## config.mk

```make
export PLATFORM = sky130hd
export DESIGN_NAME = wdog_guard
export DESIGN_NICKNAME = d
export VERILOG_FILES = /design/src/rtl/wdog_guard.sv
export SDC_FILE = /design/constraint.sdc
export NUM_CORES = 1
export LEC_CHECK = 0
export BUFFER_PORTS_ARGS = -buffer_cell sky130_fd_sc_hd__buf_2
export CAP_MARGIN = 5
export CORE_MARGIN = 2
export CORE_UTILIZATION = 30
export CTS_CLUSTER_DIAMETER = 200
export DETAILED_ROUTE_END_ITERATION = 7
export GPL_TIMING_DRIVEN = 0
export PLACE_DENSITY = 0.49
export SLEW_MARGIN = 40
export SYNTH_ARGS = -nofsm -noshare
export SYNTH_HDL_FRONTEND = slang
export SYNTH_SLANG_ARGS = --single-unit
```

## constraint.sdc

```tcl
create_clock -name clk -period 1.8 [get_ports clk]
set_input_delay 0.09 -clock clk [delete_from_list [all_inputs] [get_ports clk]]
set_output_delay 0.09 -clock clk [all_outputs]
set_load 0.02 [all_outputs]
```

## src/rtl/wdog_guard.sv

```systemverilog
module wdog_guard #(
  parameter int KEY_W = 7,
  parameter int CNT_W = 9
) (
  input  logic                   clk,
  input  logic                   rst_n,
  input  logic                   tick,
  input  logic                   wr_en,
  input  logic [KEY_W+CNT_W-1:0] wr_data,
  output logic                   rst_req,
  output logic [CNT_W-1:0]       remain
);
  localparam int CTL_W  = KEY_W + CNT_W;
  localparam int EN_POS = CNT_W - 1;
  localparam logic [CNT_W-1:0] ZERO_LOAD = CNT_W'(1) << EN_POS;
  localparam logic [CNT_W-1:0] ONE = CNT_W'(1);

  logic [CTL_W-1:0] ctl;
  logic [CNT_W-1:0] cnt;
  logic             run;
  logic             req;

  wire [KEY_W-1:0] key_new = wr_data[CTL_W-1:CNT_W];
  wire [KEY_W-1:0] key_old = ctl[CTL_W-1:CNT_W];
  wire             armed   = ctl[EN_POS];
  wire             accept  = wr_en && (!armed || key_new == ~key_old);
  wire [CNT_W-1:0] field   = wr_data[CNT_W-1:0];
  wire [CNT_W-1:0] load    = (field == '0) ? ZERO_LOAD : field;
  wire             step    = run && tick && !accept;
  wire             expire  = step && cnt == ONE;

  always_ff @(posedge clk or negedge rst_n) begin
    if (!rst_n) begin
      ctl <= '0;
      cnt <= '0;
      run <= 1'b0;
      req <= 1'b0;
    end else begin
      req <= expire;
      if (accept) begin
        ctl <= wr_data;
        cnt <= load;
        run <= wr_data[EN_POS];
      end else if (step) begin
        cnt <= cnt - ONE;
        if (expire) run <= 1'b0;
      end
    end
  end

  assign rst_req = req;
  assign remain  = cnt;
endmodule

```

==> reports/qor.yml, run 1 <==
syn_to_final_growth_pct: 25.3
grt_pass1_vias: 733
finClkSkew_ps: 6.99
cap_violations: 0
wire_per_inst_um: 12.7
start_kind: "flop"
initial_core_util_pct: 31.2
crit_required_ps: 2000
diodes: 0
seq_area_frac_synth_pct: 45.7
via_count: 728
port_buffers: 29
syn-num-nets: 104
hold_class: "input port to flop"
dr.first_iter.drc_count: 16
yosys.area.top_type: "dfrtp_1"
synth_top_area_share_pct: 45.7
die_area_um2: 3950
postRouteWirelength_um: 2090
tightest_slew_ps: 448
fp.coreArea_um2: 3340
grt_max_degree: 20
worst_skew_pair.late_latency_ps: 310
antenna_found_initial: 0
vdd_drop_max_v: 0.000537
viasPerCell: 4.41
nNetsFinal: 142
synth.top_cells.by_area: "dfrtp_1, mux2_4, mux2_2"
synth_cell_type_count: 20
finalCoreUtilization_pct: 39.0
p_leak_nw: 0.604
final_max_slew_viol_count: 0
clock_path_buffers: 2
grt-ovfl-total: 0
place_area_um2: 1240
powerDensity_nw_per_um2: 1590
num_rows: 21
clock.fmax_mhz: 624
crit_type: "flop to flop"
cts.htree.levels: 1
rsz0062_at_grt: "false"
fin_crit_ps: 1600
grt_pass1_wl_um: 3430
cts-root-buf: "clkbuf_4"
drive_gt1_share_pct: 46.2
status: "finished, final reports clean"
cts_tree: "done"
final_area_um2: 1300
drc_errors: 0
maxSlewHeadroom_pct: 70.1
fin_setup_tns_ps: 0
hold_viol: 0
die_h_um: 62.9
endpoint_kind: "flop"
yosys_register_bits: 19
cts-resized-gates: 0
timing.final.crit_share_pct: 89.1
cp_data_arrival_time_ps: 1810
io_pins: 30
synth_area_um2: 1040
setup_violations: 0
ant_nets: 0
crit_fanout: 5
synth.avg_cell_area_um2: 12.7
drtPass1Iterations: 4
crit_slowest_cell: "dfrtp_1"
clk_pin_slew_ps: 120
slowest_delay_ps: 410
hpwl_um: 1540
cts_num_sinks: 19
cts_made_buffers: 3
crit_chain: "xor2_1 > nand4_1 > o22ai_4 > buf_4 > mux2_2"
grt_usage_pct: 11.0
ys_warn_count: 0
place_congestion: 0.704
syn_inst: 82
die_w_um: 62.9
## state kept, by name (all words and copies together), names as in the netlist
register / count
rst_req: 1
ctl: 8
remain: 9
run: 1
## metrics by stage
step | instances | hold slack, ps | power (W) | setup slack (ps)
6_report | 165 | 26.1 | 0.00207 | 196
5_1_grt | 165 | 15.4 | 0.00222 | 103
4_1_cts | 165 | 10.7 | 0.00211 | 172
3_5_place_dp | 157 | 70.6 | 0.00183 | 22.6
3_3_place_gp | 157 | 62.5 | 0.00181 | 27.1
2_1_floorplan | 82 | -206 | 0.00157 | 236
## Yosys cell counts
master / number
ha_1: 2
xor2_1: 9
buf_12: 1
nand4_1: 2
o21ai_0: 1
a21oi_1: 1
nor4_1: 4
and4bb_2: 1
inv_1: 4
nor2_1: 3
xnor2_1: 6
nand3_1: 3
mux2i_1: 2
mux2_4: 7
o22ai_4: 1
nand2_1: 4
nand3b_1: 1
mux2_2: 9
dfrtp_1: 19
nand4b_1: 2
## layout by cell type (no fill, tap or decap), types with 2 or more instances in the layout
master	netlist	final
nor4_1	4	4
nand3_1	3	3
buf_2	0	29
nor2_1	3	3
clkbuf_4	0	3
nand4_1	2	2
mux2i_1	2	2
mux2_4	7	7
nand4b_1	2	2
buf_4	0	3
nand2_1	4	4
dfrtp_1	19	19
mux2_2	9	9
ha_1	2	2
inv_1	4	4
xnor2_1	6	6
xor2_1	9	9
## timing repair
item,in CTS,in global routing
hold endpoints to repair,19,0
setup endpoints to repair,2,0
setup buffers,3,0
hold buffers,1,0
## metal layers
metal  track usage [%]  wire length [um]
met1              14.8               992
met2              16.9               959
met3              4.50               136
met4              1.67                 0
met5                 0                 0
## final timing paths
path | start | to | slack, ps | cells past startpoint
worst max-delay path | ctl[9]$_DFFE_PN0N_ | remain[1]$_DFFE_PN0P_ | 200 | 5
worst min-delay path | wr_data[1] | remain[1]$_DFFE_PN0P_ | 30 | 2
worst max register to register | ctl[9]$_DFFE_PN0N_ | remain[1]$_DFFE_PN0P_ | 200 | 5
worst min register to register | ctl[13]$_DFFE_PN0N_ | ctl[13]$_DFFE_PN0N_ | 550 | 1
max in group asynchronous | rst_n | remain[0]$_DFFE_PN0P_ | 1250 | 2
min in group asynchronous | rst_n | ctl[11]$_DFFE_PN0N_ | 240 | 2
## critical path: cells and delay by family, from the launching register on
kind | cells | cell delay [ps]
multiplexers | 1 | 330
AND/OR/NAND/NOR | 1 | 170
XOR/XNOR | 1 | 160
AO/OA/AOI/OAI | 1 | 230
buffers and inverters | 1 | 190
flip-flops | 1 | 410
## area by class of cell
cell class | count | area, um^2
buffer | 1 | 20.0
clock buffer | 3 | 22.5
clock inverter | 1 | 5.00
fill | 367 | 2030
inverter | 4 | 15.0
multi-input combinational | 58 | 529
sequential | 19 | 475
tap | 46 | 57.6
timing repair buffer | 33 | 178
## power breakdown
group | switching [W] | leakage (nW) | internal (W)
logic | 0.000446 | 0.362 | 0.000554
registers | 0.000202 | 0.224 | 0.000636
clock network | 0.000146 | 0.0177 | 0.0000830
## cell families (layout without fill, tap and decap cells)
| group | count (synthesis) | after routing | share of synthesized area (%) |
|---|---|---|---|
| AOI/OAI and AO/OA | 3 | 3 | 2.89 |
| xor gates and xnor gates | 15 | 15 | 12.6 |
| adders and majority gates | 2 | 2 | 2.41 |
| buffers and inverters | 5 | 42 | 3.37 |
| DFF | 19 | 19 | 45.7 |
| muxes | 18 | 18 | 21.8 |
| and+or+nand+nor | 20 | 20 | 11.2 |
Note: power is estimated with default switching activity, not from simulation.
==> run 2, diff against run 1 <==
--- a/config.mk
+++ b/config.mk
@@ -8,11 +8,11 @@
 export BUFFER_PORTS_ARGS = -buffer_cell sky130_fd_sc_hd__buf_2
 export CAP_MARGIN = 5
 export CORE_MARGIN = 2
-export CORE_UTILIZATION = 30
+export CORE_UTILIZATION = 50
 export CTS_CLUSTER_DIAMETER = 200
 export DETAILED_ROUTE_END_ITERATION = 7
 export GPL_TIMING_DRIVEN = 0
-export PLACE_DENSITY = 0.49
+export PLACE_DENSITY = 0.75
 export SLEW_MARGIN = 40
 export SYNTH_ARGS = -nofsm -noshare
 export SYNTH_HDL_FRONTEND = slang
==> run 2 against run 1 <==
  * First-iteration DRC count shrank 63%
  * Sequential cell count is the same
  * Non-clock buffer count is the same
  * Cell count shrank 12%
  * Critical endpoint unchanged
  * Power shrank 0.94%
  * Clock-buffer cell count grew 1
  * Hold slack gained 17 ps
  * Sequential share of layout area grew 0.71 points
  * Routed wire length shrank 10%
  * Largest power group unchanged
  * Critical path type unchanged
==> reports/qor.yml, run 2 (synthesized netlist as in run 1, its figures left out) <==
viasPerCell: 5.05  # +14%
switching_share_pct: 37.7  # -0.71 points
start_kind: "flop"
antenna_found_initial: 0  # unchanged
tightest_slew_ps: 418  # -30.3 ps
final.setup.worst_slack_ps: 194  # -2.59 ps
final_common_cell: "buf_2"
timing.final.crit_share_pct: 89.2  # +0.14 points
cap_violations: 0  # unchanged
largest_register_ff_count: 9  # unchanged
initial_core_util_pct: 53.0  # +22 points
drc_errors: 0  # unchanged
syn_to_final_growth_pct: 22.9
cts_tree: "done"
crit_fanout: 5  # unchanged
worst_skew_pair.late_latency_ps: 290  # -20 ps
clkPwrFrac_pct: 10.2  # -0.9 points
wire_per_inst_um: 12.9  # +1.7%
cts.htree.levels: 1  # unchanged
clock_path_buffers: 2  # unchanged
nNetsFinal: 142  # unchanged
cts-root-buf: "clkbuf_4"
fin_setup_tns_ps: 0  # unchanged
dr.first_iter.drc_count: 6  # -10
hpwl_um: 1430  # -7.2%
grt_usage_pct: 16.3  # +5.3 points
cts_num_sinks: 19  # unchanged
finClkSkew_ps: 3.74  # -3.25 ps
clk_pin_slew_ps: 100  # -20 ps
setup_violations: 0  # unchanged
switchingPower_w: 0.000772  # -2.8%
endpoint_kind: "flop"
power_frac_comb_pct: 48.9  # +0.5 points
placedCellCount: 138  # -12%
crit_required_ps: 1980  # -20 ps
p_leak_nw: 0.601  # -0.45%
hold_viol: 0  # unchanged
vdd_drop_max_v: 0.000902  # +68%
diodes: 0  # unchanged
status: "finished, final reports clean"
grt_pass1_vias: 696  # -5.0%
crit_type: "flop to flop"
grt-ovfl-total: 0  # unchanged
place_congestion: 0.831  # +18%
met3_wirelength_um: 86  # -37%
die_h_um: 49.6  # -21%
wl_met2_um: 894  # -6.8%
clock.fmax_mhz: 623  # -0.16%
crit_chain: "xor2_1 > nand4_1 > o22ai_4 > buf_4 > mux2_2"
finalCoreUtilization_pct: 65.1  # +26 points
stdcell_count: 146  # -12%
postRouteWirelength_um: 1880  # -10%
final_cell_mix: "buf_2, dfrtp_1, xor2_1, mux2_2, mux2_4"
final_max_slew_viol_count: 0  # unchanged
hold_class: "input port to flop"
met1_length_um: 882  # -11%
fp.coreArea_um2: 1960  # -41%
crit_slowest_cell: "dfrtp_1"
grt_max_degree: 20  # unchanged
die_area_um2: 2460  # -38%
power.internal_w: 0.00128  # +0.20%
io_pins: 30  # unchanged
grt_pass1_wl_um: 3020  # -12%
slowest_delay_ps: 400  # about the same
cts-resized-gates: 0  # unchanged
via_count: 737  # +1.2%
die_w_um: 49.6  # -21%
cp_data_arrival_time_ps: 1790  # -20 ps
dp_slack_ps: 40.7  # +18.1 ps
ant_nets: 0  # unchanged
port_buffers: 29  # unchanged
fin_crit_ps: 1610  # +2.59 ps
num_rows: 16  # -24%
drtPass1Iterations: 4  # unchanged
top_layer_used: "met4"
finalPower_w: 0.00205  # -0.94%
powerDensity_nw_per_um2: 1600  # +1.0%
drive_gt1_share_pct: 45.4  # -0.84 points
p_seq_share_pct: 40.9  # +0.4 points
cts_made_buffers: 3  # unchanged
maxSlewHeadroom_pct: 72.2  # +2.0 points
rsz0062_at_grt: "false"
run 2: cell types whose count changed in the layout (fill, tap and decap cells not counted), sizes merged:
cell / delta
clkinv: -1
clkbuf: +1
run 2: power groups by stage:
stage | clock [W] | combinational (W) | sequential, W
5_1_grt | 0.000233 | 0.00108 | 0.000876
3_5_place_dp | 0 | 0.000978 | 0.000840
4_1_cts | 0.000216 | 0.000983 | 0.000838
3_3_place_gp | 0 | 0.000960 | 0.000834
6_report | 0.000209 | 0.00100 | 0.000838
2_1_floorplan | 0 | 0.000625 | 0.000943
run 2: stage by stage:
| stage | cell area, um^2 | hold slack [ps] |
|---|---|---|
| detailed placement | 1220 | 48.0 |
| CTS | 1250 | 35.6 |
| global route | 1280 | 39.4 |
| global placement | 1220 | 45.7 |
| finish | 1280 | 42.8 |
| floorplan | 1040 | -206 |
run 2: worst paths after layout:
| kind | from | to | slack, ps | depth (start not counted) |
|---|---|---|---|---|
| worst min register to register | ctl[13]$_DFFE_PN0N_ | ctl[13]$_DFFE_PN0N_ | 540 | 1 |
| worst max register to register | ctl[9]$_DFFE_PN0N_ | remain[1]$_DFFE_PN0P_ | 190 | 5 |
| worst min-delay path | wr_data[3] | remain[3]$_DFFE_PN0P_ | 40 | 2 |
| worst max-delay path | ctl[9]$_DFFE_PN0N_ | remain[1]$_DFFE_PN0P_ | 190 | 5 |
| max in group asynchronous | rst_n | remain[8]$_DFFE_PN0P_ | 1250 | 2 |
| min in group asynchronous | rst_n | ctl[8]$_DFFE_PN0N_ | 260 | 2 |
run 2: what timing repair did:
item	in CTS	in global routing
endpoints found under the hold margin	19	0
hold buffers	1	0
setup buffers	0	3
setup endpoints to repair	0	7
run 2: cell type report:
| cell class | count | area, um^2 |
|---|---|---|
| clock buffers | 4 | 26.3 |
| plain buffers | 1 | 20.0 |
| inverters | 4 | 15.0 |
| flip-flops and latches | 19 | 475 |
| repair buffers | 33 | 178 |
| fillers | 177 | 684 |
| multi-input cells | 58 | 529 |
| well taps | 27 | 33.8 |
run 2: critical path, delay by kind of cell, from the launching register on:
kind,cells,cell delay (ps)
xor gates and xnor gates,1,180
DFF,1,400
AOI/OAI and AO/OA,1,230
buffers and inverters,1,200
muxes,1,330
and+or+nand+nor,1,170
run 2: per-layer routing:
layer  vias up  track usage (%)
li1        366                -
met1       350             21.9
met2        19             26.2
met3         2             2.42
met4         0             6.94
met5         -                0
==> run 3, diff against run 2 <==
==> constraint.sdc (replaced) <==
create_clock -name clk -period 1.65 [get_ports clk]
set_input_delay 0.0825 -clock clk [delete_from_list [all_inputs] [get_ports clk]]
set_output_delay 0.0825 -clock clk [all_outputs]
set_load 0.02 [all_outputs]
==> run 3 against run 2 <==
  * Design area increased by 2.3%
  * Hold slack got worse by 8.6 ps
  * Die area unchanged
  * Sequential cell count unchanged
  * Non-clock buffer count increased by 1
  * Routed wire length increased by 5.3%
  * Sequential share of layout area decreased by 0.85 points
  * Via count increased by 2.7%
  * Clock skew increased by 0.91 ps
  * Sequential power increased by 8.9%
  * Critical path type unchanged
  * Largest power group unchanged
  * Highest routed layer unchanged
==> reports/qor.yml, run 3 (synthesized netlist as in run 1, its figures left out) <==
finClkSkew_ps: 4.65  # +0.913 ps
num_rows: 16  # unchanged
holdPathStages: 2  # unchanged
tightest_slew_ps: 416  # -2.06 ps
r2r-end: "remain[2]$_DFFE_PN0P_"
clk_pin_slew_ps: 110  # about the same
fp.coreArea_um2: 1960  # unchanged
p_seq_share_pct: 39.4  # -1.5 points
hold_class: "input port to flop"
critPathLaunch: "ctl[14]$_DFFE_PN0N_"
cts_made_buffers: 3  # unchanged
die_h_um: 49.6  # unchanged
die_w_um: 49.6  # unchanged
start_kind: "flop"
cts_num_sinks: 19  # unchanged
ant_nets: 0  # unchanged
final_cell_mix: "buf_2, dfrtp_1, mux2_4"
n_fill_cell: 172  # -2.8%
wire_per_inst_um: 13.5  # +4.6%
crit_required_ps: 1840  # -140 ps
power_frac_comb_pct: 50.7  # +1.8 points
status: "finished, final reports clean"
switching_share_pct: 37.3  # -0.40 points
drtPass1Iterations: 4  # unchanged
hpwl_um: 1430  # unchanged
clock.fmax_mhz: 627  # +0.77%
crit_type: "flop to flop"
powerDensity_nw_per_um2: 1770  # +11%
place_area_um2: 1220  # unchanged
endpoint_kind: "flop"
nNetsFinal: 143  # +0.70%
vdd_drop_max_v: 0.000997  # +11%
final_common_cell: "buf_2"
p_leak_nw: 0.622  # +3.5%
diodes: 0  # unchanged
worstHoldEndpoint: "remain[3]$_DFFE_PN0P_"
antenna_found_initial: 0  # unchanged
setup_violations: 0  # unchanged
maxSlewHeadroom_pct: 72.3  # +0.14 points
die_area_um2: 2460  # unchanged
grt_max_degree: 20  # unchanged
worst_skew_pair.late_latency_ps: 290  # about the same
r2r_cells: 5  # unchanged
cap_violations: 0  # unchanged
rsz0062_at_grt: "true"
cts-root-buf: "clkbuf_4"
grt_pass1_wl_um: 3030  # +0.23%
cts.htree.levels: 1  # unchanged
switchingPower_w: 0.000865  # +12%
grt-ovfl-total: 0  # unchanged
io_pins: 30  # unchanged
initial_core_util_pct: 53.0  # unchanged
drc_errors: 0  # unchanged
drive_gt1_share_pct: 45.8  # +0.46 points
postRouteWirelength_um: 1980  # +5.3%
place_congestion: 0.831  # unchanged
clock_path_buffers: 2  # unchanged
ff_latch_area_um2: 475  # unchanged
syn_to_final_growth_pct: 25.8
clkPwrFrac_pct: 9.9  # -0.3 points
regToRegSetupSlack_ps: 60  # -140 ps
grt_pass1_vias: 701  # +0.72%
multiInputGateArea_um2: 544  # +2.8%
finalCoreUtilization_pct: 66.6  # +1.5 points
cp_data_arrival_time_ps: 1780  # about the same
viasPerCell: 5.15  # +2.0%
port_buffers: 29  # unchanged
via_count: 757  # +2.7%
cts_tree: "done"
r2r-start: "ctl[14]$_DFFE_PN0N_"
final_area_um2: 1310  # +2.3%
fin_crit_ps: 1590  # -12.2 ps
dr.first_iter.drc_count: 12  # +6
timing.final.crit_share_pct: 96.6  # +7.4 points
crit_fanout: 5  # unchanged
final_max_slew_viol_count: 0  # unchanged
min_from: "wr_data[3]"
grt_usage_pct: 16.4  # +0.065 points
power.internal_w: 0.00145  # +14%
largest_register_ff_count: 9  # unchanged
hold_viol: 0  # unchanged
==> run 3: cell count changes in the layout (fill, tap and decap cells not counted) <==
cell    change
mux2_2      -4
buf_4       -1
buf_6       +2
mux2_4      +4
==> run 3: power groups by stage <==
stage,clock [W],sequential (W),combinational [W]
floorplan,0,0.00103,0.000682
global placement,0,0.000909,0.00105
detailed placement,0,0.000916,0.00107
CTS,0.000236,0.000914,0.00109
global route,0.000255,0.000953,0.00127
finish,0.000229,0.000913,0.00118
==> run 3: how the worst max path moves through the flow <==
stage	end	slack (ps)	cells after the start
after floorplan	ctl[10]$_DFFE_PN0N_	90	5
after global placement	ctl[10]$_DFFE_PN0N_	-80	5
after detailed placement	ctl[14]$_DFFE_PN0N_	-110	5
after CTS	remain[1]$_DFFE_PN0P_	20	5
after global routing	remain[2]$_DFFE_PN0P_	-30	5
final	remain[2]$_DFFE_PN0P_	60	5
==> run 3: stage by stage <==
stage                     setup WS [ps]  TNS (ps)  power, W  cells  hold slack, ps
final                              55.9         0   0.00232    147            34.2
after global routing              -29.2      -137   0.00247    147            31.9
after CTS                          23.7         0   0.00224    145            28.1
after detailed placement           -109      -731   0.00198    138            40.5
after global placement            -82.3      -558   0.00196    138            38.2
after floorplan                    85.9         0   0.00171     82            -213
==> run 3: repair_timing <==
item                                   CTS  global route
buffers inserted                         2             2
gates resized for setup                  0             6
endpoints found under the hold margin   19             0
pin swaps                                1             5
hold buffers                             1             0
setup endpoints to repair               11            15
==> run 3: critical path, stage by stage, from the launching register on <==
cell     delay (ps)
dfrtp_1         410
xor2_1          140
nand4_1         180
o22ai_4         260
buf_6           170
mux2_2          330
==> run 3: routing by layer <==
| layer | part of all wire, % | vias to the layer above | global-route usage, % |
|---|---|---|---|
| li1 | - | 369 | - |
| met1 | 47 | 367 | 21.9 |
| met4 | 0.86 | 0 | 6.94 |
| met3 | 4.3 | 2 | 2.42 |
| met5 | 0 | - | 0 |
| met2 | 48 | 19 | 26.4 |
==> run 3: final cells by class <==
class | count | share of cell area (%)
repair buffers | 34 | 14.7
inverters | 4 | 1.15
clock buffers | 4 | 2.01
well taps | 27 | 2.58
plain buffers | 1 | 1.53
multi-input cells | 58 | 41.6
flip-flops and latches | 19 | 36.4
